--- src/rtl/codec_seq_pkg.sv ---
package codec_seq_pkg;
  localparam int CHAN_CNT = 32;
  localparam int CHAN_IW  = $clog2(CHAN_CNT);
  localparam int CHAN_DW  = 32;
  localparam int STEP_CNT = 6;
  localparam int STEP_IW  = $clog2(STEP_CNT);

  typedef struct packed {
    logic               ctrlWr;
    logic               chanWr;
    logic               hostOpen;
    logic [STEP_IW-1:0] stepIdx;
    logic [CHAN_IW-1:0] chanIdx;
  } seq_strobe_t;
endpackage

--- src/rtl/codec_seq_ctrl.sv ---
module codec_seq_ctrl
  import codec_seq_pkg::*;
#(
  parameter int CLK_PER_MS = 50000,
  parameter int GAP_MS     = 5
) (
  input  logic        clk,
  input  logic        rstN,
  output seq_strobe_t strobe
);
  localparam int GAP = CLK_PER_MS * GAP_MS;
  localparam int CW  = $clog2(GAP);

  typedef enum logic [2:0] {S_START, S_CTRL, S_WAIT, S_CHAN, S_DONE} seq_state_t;

  seq_state_t         state;
  logic [STEP_IW-1:0] step;
  logic [CHAN_IW-1:0] chan;
  logic [CW-1:0]      gapCnt;

  always_ff @(posedge clk or negedge rstN) begin
    if (!rstN) begin
      state  <= S_START;
      step   <= '0;
      chan   <= '0;
      gapCnt <= '0;
    end else begin
      case (state)
        S_START: state <= S_CTRL;
        S_CTRL: begin
          gapCnt <= '0;
          if (step == STEP_IW'(STEP_CNT - 1)) begin
            state <= S_CHAN;
            chan  <= '0;
          end else begin
            state <= S_WAIT;
          end
        end
        S_WAIT: begin
          if (gapCnt == CW'(GAP - 2)) begin
            state <= S_CTRL;
            step  <= step + 1'b1;
          end else begin
            gapCnt <= gapCnt + 1'b1;
          end
        end
        S_CHAN: begin
          if (chan == CHAN_IW'(CHAN_CNT - 1)) state <= S_DONE;
          else chan <= chan + 1'b1;
        end
        default: state <= S_DONE;
      endcase
    end
  end

  always_comb begin
    strobe.ctrlWr   = (state == S_CTRL);
    strobe.chanWr   = (state == S_CHAN);
    strobe.hostOpen = (state == S_DONE);
    strobe.stepIdx  = step;
    strobe.chanIdx  = chan;
  end
endmodule

--- src/rtl/codec_seq_dp.sv ---
module codec_seq_dp
  import codec_seq_pkg::*;
#(
  parameter int RD_LAT = 3
) (
  input  logic               clk,
  input  logic               rstN,
  input  seq_strobe_t        strobe,
  input  logic               hostCmdValid,
  input  logic [23:0]        hostCmdWord,
  output logic               hostRdValid,
  output logic [15:0]        hostRdData,
  input  logic               hostEnWe,
  input  logic [9:8]         hostEnWord,
  output logic [1:0]         chanEnable,
  output logic               codecValid,
  output logic               codecWrite,
  output logic [6:0]         codecAddr,
  output logic [15:0]        codecData,
  input  logic [15:0]        codecRdData,
  output logic               ctrlWe,
  output logic [15:0]        ctrlData,
  output logic               chanWe,
  output logic [CHAN_IW-1:0] chanIdx,
  output logic [CHAN_DW-1:0] chanData
);
  logic              accept;
  logic [RD_LAT-1:0] rdPipe;

  assign accept = hostCmdValid && strobe.hostOpen;

  always_comb begin
    case (strobe.stepIdx)
      STEP_IW'(0): ctrlData = 16'h00a8;
      STEP_IW'(1): ctrlData = 16'h80a8;
      STEP_IW'(2): ctrlData = 16'h80e8;
      STEP_IW'(3): ctrlData = 16'h80a8;
      STEP_IW'(4): ctrlData = 16'h00a8;
      STEP_IW'(5): ctrlData = 16'h00e8;
      default:     ctrlData = 16'h0000;
    endcase
  end

  assign ctrlWe   = strobe.ctrlWr;
  assign chanWe   = strobe.chanWr;
  assign chanIdx  = strobe.chanIdx;
  assign chanData = CHAN_DW'(0) - CHAN_DW'(strobe.chanIdx);

  always_ff @(posedge clk or negedge rstN) begin
    if (!rstN) begin
      codecValid <= 1'b0;
      codecWrite <= 1'b0;
      codecAddr  <= '0;
      codecData  <= '0;
      chanEnable <= '0;
      rdPipe     <= '0;
      hostRdData <= '0;
    end else begin
      codecValid <= accept;
      if (accept) begin
        codecWrite <= hostCmdWord[23];
        codecAddr  <= hostCmdWord[22:16];
        codecData  <= hostCmdWord[15:0];
      end
      if (hostEnWe && strobe.hostOpen) chanEnable <= {hostEnWord[9], hostEnWord[8]};
      rdPipe <= {rdPipe[RD_LAT-2:0], accept && !hostCmdWord[23]};
      if (rdPipe[RD_LAT-2]) hostRdData <= codecRdData;
    end
  end

  assign hostRdValid = rdPipe[RD_LAT-1];
endmodule

--- src/rtl/codec_cmd_seq.sv ---
module codec_cmd_seq
  import codec_seq_pkg::*;
#(
  parameter int CLK_PER_MS = 50000,
  parameter int GAP_MS     = 5,
  parameter int RD_LAT     = 3
) (
  input  logic               clk,
  input  logic               rstN,
  input  logic               hostCmdValid,
  input  logic [23:0]        hostCmdWord,
  output logic               hostBusy,
  output logic               hostRdValid,
  output logic [15:0]        hostRdData,
  input  logic               hostEnWe,
  input  logic [9:8]         hostEnWord,
  output logic [1:0]         chanEnable,
  output logic               codecValid,
  output logic               codecWrite,
  output logic [6:0]         codecAddr,
  output logic [15:0]        codecData,
  input  logic [15:0]        codecRdData,
  output logic               ctrlWe,
  output logic [15:0]        ctrlData,
  output logic               chanWe,
  output logic [CHAN_IW-1:0] chanIdx,
  output logic [CHAN_DW-1:0] chanData,
  output logic               initDone
);
  seq_strobe_t strobe;

  codec_seq_ctrl #(.CLK_PER_MS(CLK_PER_MS), .GAP_MS(GAP_MS)) u_ctrl (
    .clk(clk), .rstN(rstN), .strobe(strobe)
  );

  codec_seq_dp #(.RD_LAT(RD_LAT)) u_dp (
    .clk(clk), .rstN(rstN), .strobe(strobe),
    .hostCmdValid(hostCmdValid), .hostCmdWord(hostCmdWord),
    .hostRdValid(hostRdValid), .hostRdData(hostRdData),
    .hostEnWe(hostEnWe), .hostEnWord(hostEnWord), .chanEnable(chanEnable),
    .codecValid(codecValid), .codecWrite(codecWrite), .codecAddr(codecAddr),
    .codecData(codecData), .codecRdData(codecRdData),
    .ctrlWe(ctrlWe), .ctrlData(ctrlData),
    .chanWe(chanWe), .chanIdx(chanIdx), .chanData(chanData)
  );

  assign hostBusy = !strobe.hostOpen;
  assign initDone = strobe.hostOpen;
endmodule

--- config.mk ---
export PLATFORM = sky130hd
export DESIGN_NAME = codec_cmd_seq
export DESIGN_NICKNAME = d
export VERILOG_FILES = /design/src/rtl/codec_seq_pkg.sv /design/src/rtl/codec_seq_ctrl.sv /design/src/rtl/codec_seq_dp.sv /design/src/rtl/codec_cmd_seq.sv
export SDC_FILE = /design/constraint.sdc
export NUM_CORES = 1
export LEC_CHECK = 0
export BUFFER_PORTS_ARGS = -buffer_cell sky130_fd_sc_hd__buf_2
export CAP_MARGIN = 20
export CELL_PAD_IN_SITES_DETAIL_PLACEMENT = 0
export CELL_PAD_IN_SITES_GLOBAL_PLACEMENT = 1
export CORE_AREA = 2 2 100 102
export CTS_CLUSTER_DIAMETER = 80
export DETAILED_ROUTE_END_ITERATION = 12
export DIE_AREA = 0 0 102 104
export PLACE_DENSITY = 0.81
export RECOVER_POWER = 100
export SYNTH_ARGS = -nofsm -noshare
export SYNTH_HDL_FRONTEND = slang
export SYNTH_HIERARCHICAL = 1
export SYNTH_SLANG_ARGS = --single-unit
--- constraint.sdc ---
create_clock -name clk -period 3.7 [get_ports clk]
set_input_delay 0.185 -clock clk [delete_from_list [all_inputs] [get_ports clk]]
set_output_delay 0.185 -clock clk [all_outputs]
set_load 0.01 [all_outputs]
==> impl_metrics.py, run 1 <==
metrics = {
    "clock_tree": {
        "cts_tree": "yes",
        "insertion_delay_ns": 0.35,
        "cts_sinks": 75,
        "h-tree-depth": 3,
        "cts_setup_buffers": 0,
        "clk_path_buf_depth": 2,
        "clock-root-buffer": "clkbuf_8",
        "cts-buffers-inserted": 9,
        "cts.clk_slew.worst_paths_ns": 0.08,
    },
    "detailed_routing": {
        "avgViaCountPerCell": 4.89,
        "wl_per_cell_um": 13.9,
        "wl_um": 7790,
        "first_pass_iters": 4,
        "drcViolationCount": 0,
        "drtIter0Drc": 123,
        "final_antenna_net_count": 0,
        "vias": 2734,
    },
    "sta": {
        "slew_headroom": -0.325,
        "setup_viol": 0,
        "drv_slew": 39,
        "skew_ns": 0.0103,
        "worstMarginPinSlew_ns": 1.99,
        "rsz0062_at_grt": "false",
        "hold_viol_final": 0,
        "setup_tns_ns": 0,
        "min_period_ns": 2.54,
        "max_freq_mhz": 394,
        "fin_crit_sh": 0.686,
    },
    "placed_design": {
        "io_buffers": 135,
        "place.gp.congestion": 0.821,
        "hpwl_um": 5780,
        "dp.cells": 542,
    },
    "global_routing": {
        "grt.total_usage": 0.152,
        "grt_remaining_overflow": 0,
        "grt_pass1_wl_um": 12900,
        "grt_max_degree": 39,
        "grt_pass1_vias": 2601,
        "antenna_found_initial": 1,
    },
    "setup_path": {
        "required_ns": 3.93,
        "r2r_cells": 6,
        "startpoint_type": "register",
        "worst-path-stages": 6,
        "critPathCaptureType": "register",
        "cp_slowest_stage_delay_ns": 1.01,
        "arrival_ns": 2.77,
        "crit_fanout": 8,
        "crit_slowest_cell": "nor4_1",
        "cp_top_family": "simple AND/OR/NAND/NOR gates",
        "crit_type": "register to register",
        "path_cells": "inv_1 -> ha_1 -> nand3_1 -> nor4_1 -> a21oi_1 -> mux2_2",
        "crit_buf_inv": 1,
    },
    "yosys": {
        "ys_warn_count": 6,
        "synth_ff_type": "dfrtp_1",
        "yosys.area.top_type": "dfrtp_1",
        "netlist-cell-type-count": 50,
        "syn_area_per_cell_um2": 12.0,
        "synth_edf_count": 0,
        "ys_async_sr_fraction": 1.00,
        "synth_area_mm2": 0.00384,
        "ys_seq_area_frac": 0.489,
        "synth_top_area_share": 0.489,
        "synth_cells": 321,
        "synthTopCellsByArea": "dfrtp_1 49%, buf_4 9.4%, mux2_2 7.6%, mux2_4 7.0%, mux2i_1 2.3%",
        "yosys_register_bits": 75,
    },
    "run": {
        "cap_violations": 1,
    },
    "final_layout": {
        "synthToLayoutAreaGrowth_pct": 12.9,
        "fin_util": 0.454,
        "mostFrequentLayoutCell": "clkbuf_1",
        "nFillCells": 976,
        "drive_gt1_frac": 0.218,
        "final_cell_mix": "89 x clkbuf_1, 75 x dfrtp_1, 46 x buf_2",
        "antenna_cells": 0,
        "fin_nets": 475,
        "instances_no_fill": 559,
    },
    "power_and_ir_drop": {
        "ir_worst_vdd_mv": 0.230,
        "power.leakage_nw": 2.18,
        "power_density_mw_per_mm2": 372,
    },
    "die": {
        "floorplan.rows": 36,
        "start_util": 0.402,
        "die_w_um": 102,
        "dieArea_mm2": 0.0106,
        "die_h_um": 104,
        "io_pins": 147,
        "core_area_mm2": 0.00955,
    },
    "outcome": {
        "status": "finished with violations",
        "violations": "capacitance limit, slew limit",
    },
    "worst_hold_path": {
        "hp-class": "input pin to register",
        "hold_depth": 2,
    },
}
-- where the power goes --
part	switching, mW	internal (mW)	total [mW]
combinational	0.0266	0.0186	0.0452
sequential	0	0.819	0.819
clock	0.300	0.447	0.747
total	0.327	1.28	1.61
-- what timing repair did --
item / in CTS / in global routing
hold buffers: 2 / 0
resized for setup: 0 / 0
endpoints found under the hold margin: 38 / 0
-- worst paths after layout --
check,end,startpoint,slack (ns)
setup / recovery,u_ctrl/gapCnt[0]$_DFFE_PN0P_,u_ctrl/gapCnt[0]$_DFFE_PN0P_,1.16
max in group asynchronous,u_ctrl/gapCnt[3]$_DFFE_PN0P_,rstN,1.34
min in group asynchronous,u_dp/codecAddr[6]$_DFFE_PN0N_,rstN,0.97
hold / removal,u_dp/codecData[13]$_DFFE_PN0N_,hostCmdWord[13],0.05
hold reg to reg,u_dp/rdPipe[1]$_DFF_PN0_,u_dp/rdPipe[0]$_DFF_PN0_,0.38
setup reg to reg,u_ctrl/gapCnt[0]$_DFFE_PN0P_,u_ctrl/gapCnt[0]$_DFFE_PN0P_,1.16
-- through the flow --
stage | instance area, µm² | setup WS, ns | power, mW | hold WS (ns)
global route | 4340 | 0.925 | 1.67 | 0.0261
finish | 4340 | 1.16 | 1.61 | 0.0454
detailed placement | 4300 | 1.49 | 0.882 | 0.338
global placement | 4300 | 1.55 | 0.880 | 0.319
floorplan | 3880 | 1.63 | 0.850 | -0.111
CTS | 4560 | 1.46 | 1.63 | 0.0505
-- cell families (layout without fill, tap and decap cells) --
| kind of cell | count (synthesis) | after routing | synth area share |
|---|---|---|---|
| flops | 75 | 75 | 0.489 |
| simple gates | 74 | 74 | 0.112 |
| compound gates | 35 | 35 | 0.0665 |
| xor+xnor | 6 | 6 | 0.0137 |
| mux | 53 | 53 | 0.170 |
| buf+inv | 70 | 165 | 0.125 |
| other cells | 1 | 11 | 0.000976 |
| fa+ha+maj | 7 | 7 | 0.0228 |
-- metal layers --
| layer | vias to the layer above | track usage | share of wire |
|---|---|---|---|
| met5 | - | 0 | 0.0017 |
| met1 | 1339 | 0.187 | 0.41 |
| met4 | 2 | 0.0571 | 0.026 |
| li1 | 1275 | - | - |
| met3 | 16 | 0.0517 | 0.067 |
| met2 | 102 | 0.246 | 0.49 |
-- registers in the layout, summed over array words and instances (netlist names) --
register	flops
u_dp/codecAddr	7
u_ctrl/gapCnt	18
u_dp/codecData	16
u_dp/codecWrite	1
u_dp/chanEnable	2
u_ctrl/chan	5
u_ctrl/step	3
u_dp/hostRdData	16
u_dp/codecValid	1
u_ctrl/state	3
u_dp/rdPipe	3
-- cell usage after synthesis (all sizes together), types with 3 or more instances --
cell type  instances
o211ai             5
a21oi              5
or3b               3
dfrtp             75
nand2b             3
nor4               5
nor3               4
and3               3
xnor2              5
clkbuf             5
nand4              6
mux2              44
o21ai              7
ha                 7
buf               54
nor2               8
nand2             19
a31oi              4
mux2i              9
nand3              9
inv               10
nor3b              3
-- cell type report --
| type | instances | area (µm²) | share of cell area |
|---|---|---|---|
| sequential | 75 | 1880 | 0.433 |
| multi-input combinational | 186 | 1410 | 0.326 |
| timing repair buffer | 139 | 599 | 0.138 |
| tap | 133 | 166 | 0.0384 |
| clock buffer | 9 | 124 | 0.0286 |
| clock inverter | 6 | 113 | 0.0260 |
| inverter | 11 | 42.5 | 0.00981 |
No activity file was read; power rests on OpenSTA's default activity.
==> run 2: changes to the inputs <==
ABC_AREA = 1   (was unset)
CORE_AREA = 2 2 116 118   (was 2 2 100 102)
DIE_AREA = 0 0 118 120   (was 0 0 102 104)
PLACE_DENSITY = 0.7   (was 0.81)
clock period = 2.1 ns   (was 3.7 ns; I/O delays follow)
==> run 2 against run 1 <==
Effect of this change: critical path depth rose by 2; sequential share of layout area is 6.9 points lower; synthesized cell count rose by 52%; the run now ends clean; largest power group is now clock; synthesized area increased by 4.6%; final area up 19%; via count increased by 25%; sequential power up 77%; wire length rose by 18%; flip-flop and latch count unchanged; setup slack got worse by 0.88 ns; combinational power grew to 3.0 times the previous value.
==> impl_metrics.py, run 2 <==
metrics = {
    "sta": {
        "setup_viol": 0,
        "max_freq_mhz": 551,
        "min_period_ns": 1.82,
        "slew_headroom": 0.249,
        "drv_slew": 0,
        "setup_tns_ns": 0,
        "rsz0062_at_grt": "false",
        "fin_crit_sh": 0.864,
        "hold_viol_final": 0,
        "skew_ns": 0.00559,
        "worstMarginPinSlew_ns": 1.13,
    },
    "power_and_ir_drop": {
        "power_density_mw_per_mm2": 646,
        "pwr-share-clk": 0.525,
        "swShare": 0.194,
        "p_sw_mw": 0.646,
        "power.leakage_nw": 2.55,
        "combPwrFrac": 0.041,
        "intPower_mw": 2.69,
        "ir_worst_vdd_mv": 0.425,
        "seq_power_share": 0.434,
    },
    "final_layout": {
        "reg.largest.list": "u_ctrl/gapCnt x18, u_dp/codecData x16, u_dp/hostRdData x16",
        "final_cell_mix": "156 x nand2_1, 91 x clkbuf_1, 75 x dfrtp_1",
        "mostFrequentLayoutCell": "nand2_1",
        "drive_gt1_frac": 0.133,
        "fin_nets": 686,
        "regMostFlops": "u_ctrl/gapCnt",
        "fin_util": 0.397,
        "antenna_cells": 0,
        "largest_reg_flops": 18,
        "synthToLayoutAreaGrowth_pct": 28.4,
    },
    "yosys": {
        "synth_ff_type": "dfrtp_1",
        "synth_top_family_by_area": "simple AND/OR/NAND/NOR gates",
        "synthSimpleGateAreaFrac": 0.287,
        "yosys.area.top_type": "dfrtp_1",
        "ys_seq_area_frac": 0.467,
        "ys_top_cells_by_count": "148 x nand2_1, 75 x dfrtp_1, 47 x buf_4",
        "synthXorXnorAreaFrac": 0.0196,
        "synthTopCellsByArea": "dfrtp_1 47%, nand2_1 14%, buf_4 8.8%, nand3_1 4.6%, inv_1 3.6%",
        "syn_area_per_cell_um2": 8.25,
        "synthMuxAreaShare": 0,
        "yosysMostFrequentCell": "nand2_1",
        "ys_warn_count": 6,
        "netlist-cell-type-count": 35,
        "synth_compound_area_frac": 0.0517,
        "synth_cells": 487,
        "ys_async_sr_fraction": 1.00,
        "synth_edf_count": 0,
        "synth_top_area_share": 0.467,
        "synth_area_mm2": 0.00402,
        "synth_fa_ha_area_frac": 0.0218,
        "yosys_register_bits": 75,
    },
    "clock_tree": {
        "clk_path_buf_depth": 2,
        "h-tree-depth": 3,
        "insertion_delay_ns": 0.33,
        "post_cts_resized": 0,
        "cts.clk_slew.worst_paths_ns": 0.06,
        "cts-buffers-inserted": 9,
        "cts_hold_buffers": 40,
        "clock-root-buffer": "clkbuf_16",
        "cts_tree": "yes",
        "cts_sinks": 75,
        "cts_setup_buffers": 0,
    },
    "die": {
        "floorplan.rows": 42,
        "die_h_um": 120,
        "dieArea_mm2": 0.0142,
        "core_area_mm2": 0.0130,
        "die_w_um": 118,
        "io_pins": 147,
        "start_util": 0.309,
    },
    "detailed_routing": {
        "drtIter0Drc": 161,
        "wl_per_cell_um": 11.3,
        "avgViaCountPerCell": 4.20,
        "first_pass_iters": 4,
        "wl_um": 9170,
        "vias": 3419,
        "final_antenna_net_count": 0,
        "drcViolationCount": 0,
    },
    "setup_path": {
        "critPathCaptureType": "register",
        "r2r_slack_ns": 0.28,
        "crit_fanout": 7,
        "arrival_ns": 2.02,
        "startpoint_type": "register",
        "crit_type": "register to register",
        "required_ns": 2.31,
    },
    "placed_design": {
        "io_buffers": 135,
        "hpwl_um": 6510,
        "place.gp.congestion": 0.818,
    },
    "worst_hold_path": {
        "hp-class": "input pin to register",
    },
    "global_routing": {
        "grt.total_usage": 0.137,
        "grt_max_degree": 47,
        "grt_pass1_vias": 3377,
        "grt_remaining_overflow": 0,
        "antenna_found_initial": 0,
        "grt_pass1_wl_um": 15900,
    },
    "outcome": {
        "status": "finished clean",
    },
    "run": {
        "cap_violations": 0,
    },
}
## run 2: cell families after synthesis
kind of cell / after synthesis
simple gates: 255
xor+xnor: 9
fa+ha+maj: 7
compound gates: 39
flops: 75
buf+inv: 101
other cells: 1
## run 2: final cells by class
type | instances | area, µm²
clock buffers | 10 | 229
inverters | 43 | 164
well taps | 176 | 220
clock inverters | 6 | 114
fillers | 1393 | 7820
multi-input cells | 321 | 1540
repair buffers | 183 | 1010
flip-flops and latches | 75 | 1880
## run 2: worst paths after layout
check / startpoint / to / depth (start not counted)
hold reg to reg: u_dp/rdPipe[0]$_DFF_PN0_ / u_dp/rdPipe[1]$_DFF_PN0_ / 0
min in group asynchronous: rstN / u_ctrl/gapCnt[6]$_DFFE_PN0P_ / 2
setup / recovery: u_ctrl/chan[0]$_DFFE_PN0P_ / u_ctrl/chan[3]$_DFFE_PN0P_ / 8
setup reg to reg: u_ctrl/chan[0]$_DFFE_PN0P_ / u_ctrl/chan[3]$_DFFE_PN0P_ / 8
max in group asynchronous: rstN / u_ctrl/gapCnt[10]$_DFFE_PN0P_ / 3
hold / removal: hostEnWord[8] / u_dp/chanEnable[0]$_DFFE_PN0P_ / 3
## run 2: power by group through the flow
stage	clock network (mW)	logic, mW	registers [mW]
floorplan	0	0.0238	1.47
global placement	0	0.0881	1.47
detailed placement	0	0.0889	1.47
CTS	1.81	0.145	1.44
global route	1.88	0.154	1.44
finish	1.75	0.137	1.45
## run 2: worst max-delay path: stages (launching register included)
cell     delay (ns)
dfrtp_1        0.44
ha_1           0.24
nand2_1        0.09
nor2_1         0.05
ha_1           0.20
nor3_4         0.26
inv_1          0.13
nor3_1         0.21
nor3b_2        0.07
## run 2: stage by stage
step	total power, mW	cell area [µm²]	hold slack, ns	setup slack (ns)	instances
global placement	1.56	4580	0.0840	0.374	758
global route	3.47	5160	0.00892	0.0834	814
CTS	3.40	5320	0.00101	0.295	814
floorplan	1.50	4050	-0.191	0.345	497
detailed placement	1.56	4580	0.0864	0.297	758
finish	3.33	5160	0.0181	0.285	814
## run 2: per-layer routing
metal / GRT usage / up-vias / share of wire
li1: - / 1763 / -
met1: 0.181 / 1584 / 0.47
met2: 0.218 / 66 / 0.48
met3: 0.0318 / 6 / 0.034
met4: 0.0520 / 0 / 0.0084
met5: 0 / - / 0
==> run 3: changes to the inputs <==
CORE_AREA = 2 2 106 108   (was 2 2 116 118)
DIE_AREA = 0 0 108 110   (was 0 0 118 120)
PLACE_DENSITY = 0.8   (was 0.7)
clock period = 2.2 ns   (was 2.1 ns; I/O delays follow)
==> run 3 against run 2 <==
Effect of this change: sequential power shrank 5%; wire length rose by 0.56%; non-clock buffer count stayed put; clock skew up 0.010 ns; count of clock-buffer cells in the layout down 1; combinational power hardly changed; utilization rose by 7.1 points; critical path depth unchanged; maximum frequency is 4.9% lower; clock power fell by 33%.
==> impl_metrics.py, run 3 (same netlist as run 2, synthesis figures left out) <==
metrics = {
    "detailed_routing": {
        "first_pass_iters": 5,
        "vias": 3467,
        "final_antenna_net_count": 0,
        "avgViaCountPerCell": 4.46,
        "drcViolationCount": 0,
        "wl_per_cell_um": 11.9,
        "drtIter0Drc": 226,
        "wl_um": 9220,
    },
    "setup_path": {
        "arrival_ns": 2.14,
        "cp_top_family": "simple AND/OR/NAND/NOR gates",
        "cp_common_cell": "ha_1",
        "crit_buf_inv": 1,
        "crit_slowest_cell": "dfrtp_1",
        "r2r_cells": 8,
        "startpoint_type": "register",
        "worst-path-stages": 8,
        "cp_slowest_stage_delay_ns": 0.46,
        "required_ns": 2.44,
        "crit_type": "register to register",
        "critPathCaptureType": "register",
        "crit_fanout": 7,
        "path_cells": "ha_1 -> nand2_1 -> nor2_1 -> ha_1 -> nor3_2 -> inv_1 -> nor3_1 -> nor3b_2",
    },
    "final_layout": {
        "reg.largest.list": "u_ctrl/gapCnt x18, u_dp/codecData x16, u_dp/hostRdData x16",
        "largest_reg_flops": 18,
        "stdcell_area_mm2": 0.00501,
        "mostFrequentLayoutCell": "nand2_1",
        "drive_gt1_frac": 0.129,
        "synthToLayoutAreaGrowth_pct": 24.7,
        "antenna_cells": 0,
        "regMostFlops": "u_ctrl/gapCnt",
        "fin_nets": 686,
        "final_cell_mix": "157 x nand2_1, 90 x clkbuf_1, 75 x dfrtp_1",
    },
    "die": {
        "start_util": 0.375,
        "core_area_mm2": 0.0107,
        "io_pins": 147,
        "dieArea_mm2": 0.0119,
        "die_w_um": 108,
        "die_h_um": 110,
        "floorplan.rows": 38,
    },
    "sta": {
        "max_freq_mhz": 524,
        "rsz0062_at_grt": "false",
        "slew_headroom": 0.281,
        "worstMarginPinSlew_ns": 1.08,
        "fin_crit_sh": 0.867,
        "setup_viol": 0,
        "skew_ns": 0.0158,
        "setup_tns_ns": 0,
        "finalWorstSetupSlack_ns": 0.292,
        "drv_slew": 0,
        "hold_viol_final": 0,
        "min_period_ns": 1.91,
    },
    "clock_tree": {
        "h-tree-depth": 3,
        "cts.clk_slew.worst_paths_ns": 0.09,
        "cts_sinks": 75,
        "insertion_delay_ns": 0.35,
        "clock-root-buffer": "clkbuf_8",
        "cts_tree": "yes",
        "clk_path_buf_depth": 2,
        "cts-buffers-inserted": 9,
    },
    "power_and_ir_drop": {
        "power_density_mw_per_mm2": 538,
        "p_sw_mw": 0.593,
        "ir_worst_vdd_mv": 0.309,
        "seq_power_share": 0.511,
        "power.leakage_nw": 2.50,
        "intPower_mw": 2.10,
        "p_total_mw": 2.70,
        "swShare": 0.220,
        "combPwrFrac": 0.051,
        "pwr-share-clk": 0.438,
    },
    "global_routing": {
        "grt_max_degree": 59,
        "grt_pass1_wl_um": 15600,
        "grt_remaining_overflow": 0,
        "grt.total_usage": 0.163,
        "grt_pass1_vias": 3362,
        "antenna_found_initial": 0,
    },
    "placed_design": {
        "place.gp.congestion": 0.819,
        "hpwl_um": 6360,
        "dpl_worst_slack_ns": 0.404,
        "place_area_mm2": 0.00451,
        "io_buffers": 135,
    },
    "worst_hold_path": {
        "hp-class": "input pin to register",
        "hold_depth": 3,
    },
    "outcome": {
        "status": "finished clean",
    },
    "run": {
        "cap_violations": 0,
    },
}
## run 3: layout make-up
cell class              instances  area [µm²]
multi-input cells             321        1530
repair buffers                183        1040
clock buffers                   9         124
well taps                     140         175
inverters                      43         164
clock inverters                 7        97.6
fillers                      1077        5690
flip-flops and latches         75        1880
## run 3: worst reg2reg max path, stage by stage, from the launching register on
cell     delay [ns]
dfrtp_1        0.46
ha_1           0.25
nand2_1        0.09
nor2_1         0.05
ha_1           0.18
nor3_2         0.36
inv_1          0.16
nor3_1         0.20
nor3b_2        0.07
## run 3: power groups by stage
stage / Clock [mW] / Combinational, mW / Sequential, mW
finish: 1.18 / 0.138 / 1.38
global route: 1.28 / 0.154 / 1.38
CTS: 1.22 / 0.141 / 1.38
detailed placement: 0 / 0.0827 / 1.40
global placement: 0 / 0.0821 / 1.40
floorplan: 0 / 0.0227 / 1.41
## run 3: per-stage QoR
stage                     cells   util  hold slack [ns]
after floorplan             497      -           -0.186
after global placement      719  0.422          0.00435
after detailed placement    719  0.422          0.00528
after CTS                   778  0.483           0.0175
after global routing        778  0.468           0.0323
final                       778  0.468           0.0227
## run 3: metal layers
metal  track usage  wire length (µm)  vias up
met3        0.0394               531        2
met1         0.203              4020     1589
met5             0                 0        -
li1              -                 -     1771
met4        0.0440                53        0
met2         0.286              4620      105
## run 3: final timing paths
path,startpoint,to,slack (ns)
max,u_ctrl/chan[0]$_DFFE_PN0P_,u_ctrl/chan[3]$_DFFE_PN0P_,0.29
min reg2reg,u_dp/rdPipe[0]$_DFF_PN0_,u_dp/rdPipe[1]$_DFF_PN0_,0.35
min in group asynchronous,rstN,u_dp/hostRdData[5]$_DFFE_PN0P_,0.49
min,hostEnWe,u_dp/chanEnable[1]$_DFFE_PN0P_,0.02
max in group asynchronous,rstN,u_ctrl/gapCnt[0]$_DFFE_PN0P_,0.86
max reg2reg,u_ctrl/chan[0]$_DFFE_PN0P_,u_ctrl/chan[3]$_DFFE_PN0P_,0.29
## run 3: repair_timing
action / 4_1_cts / 5_1_grt
hold buffers: 43 / 0
resized for setup: 0 / 0
setup buffers: 0 / 0
hold endpoints to repair: 117 / 0
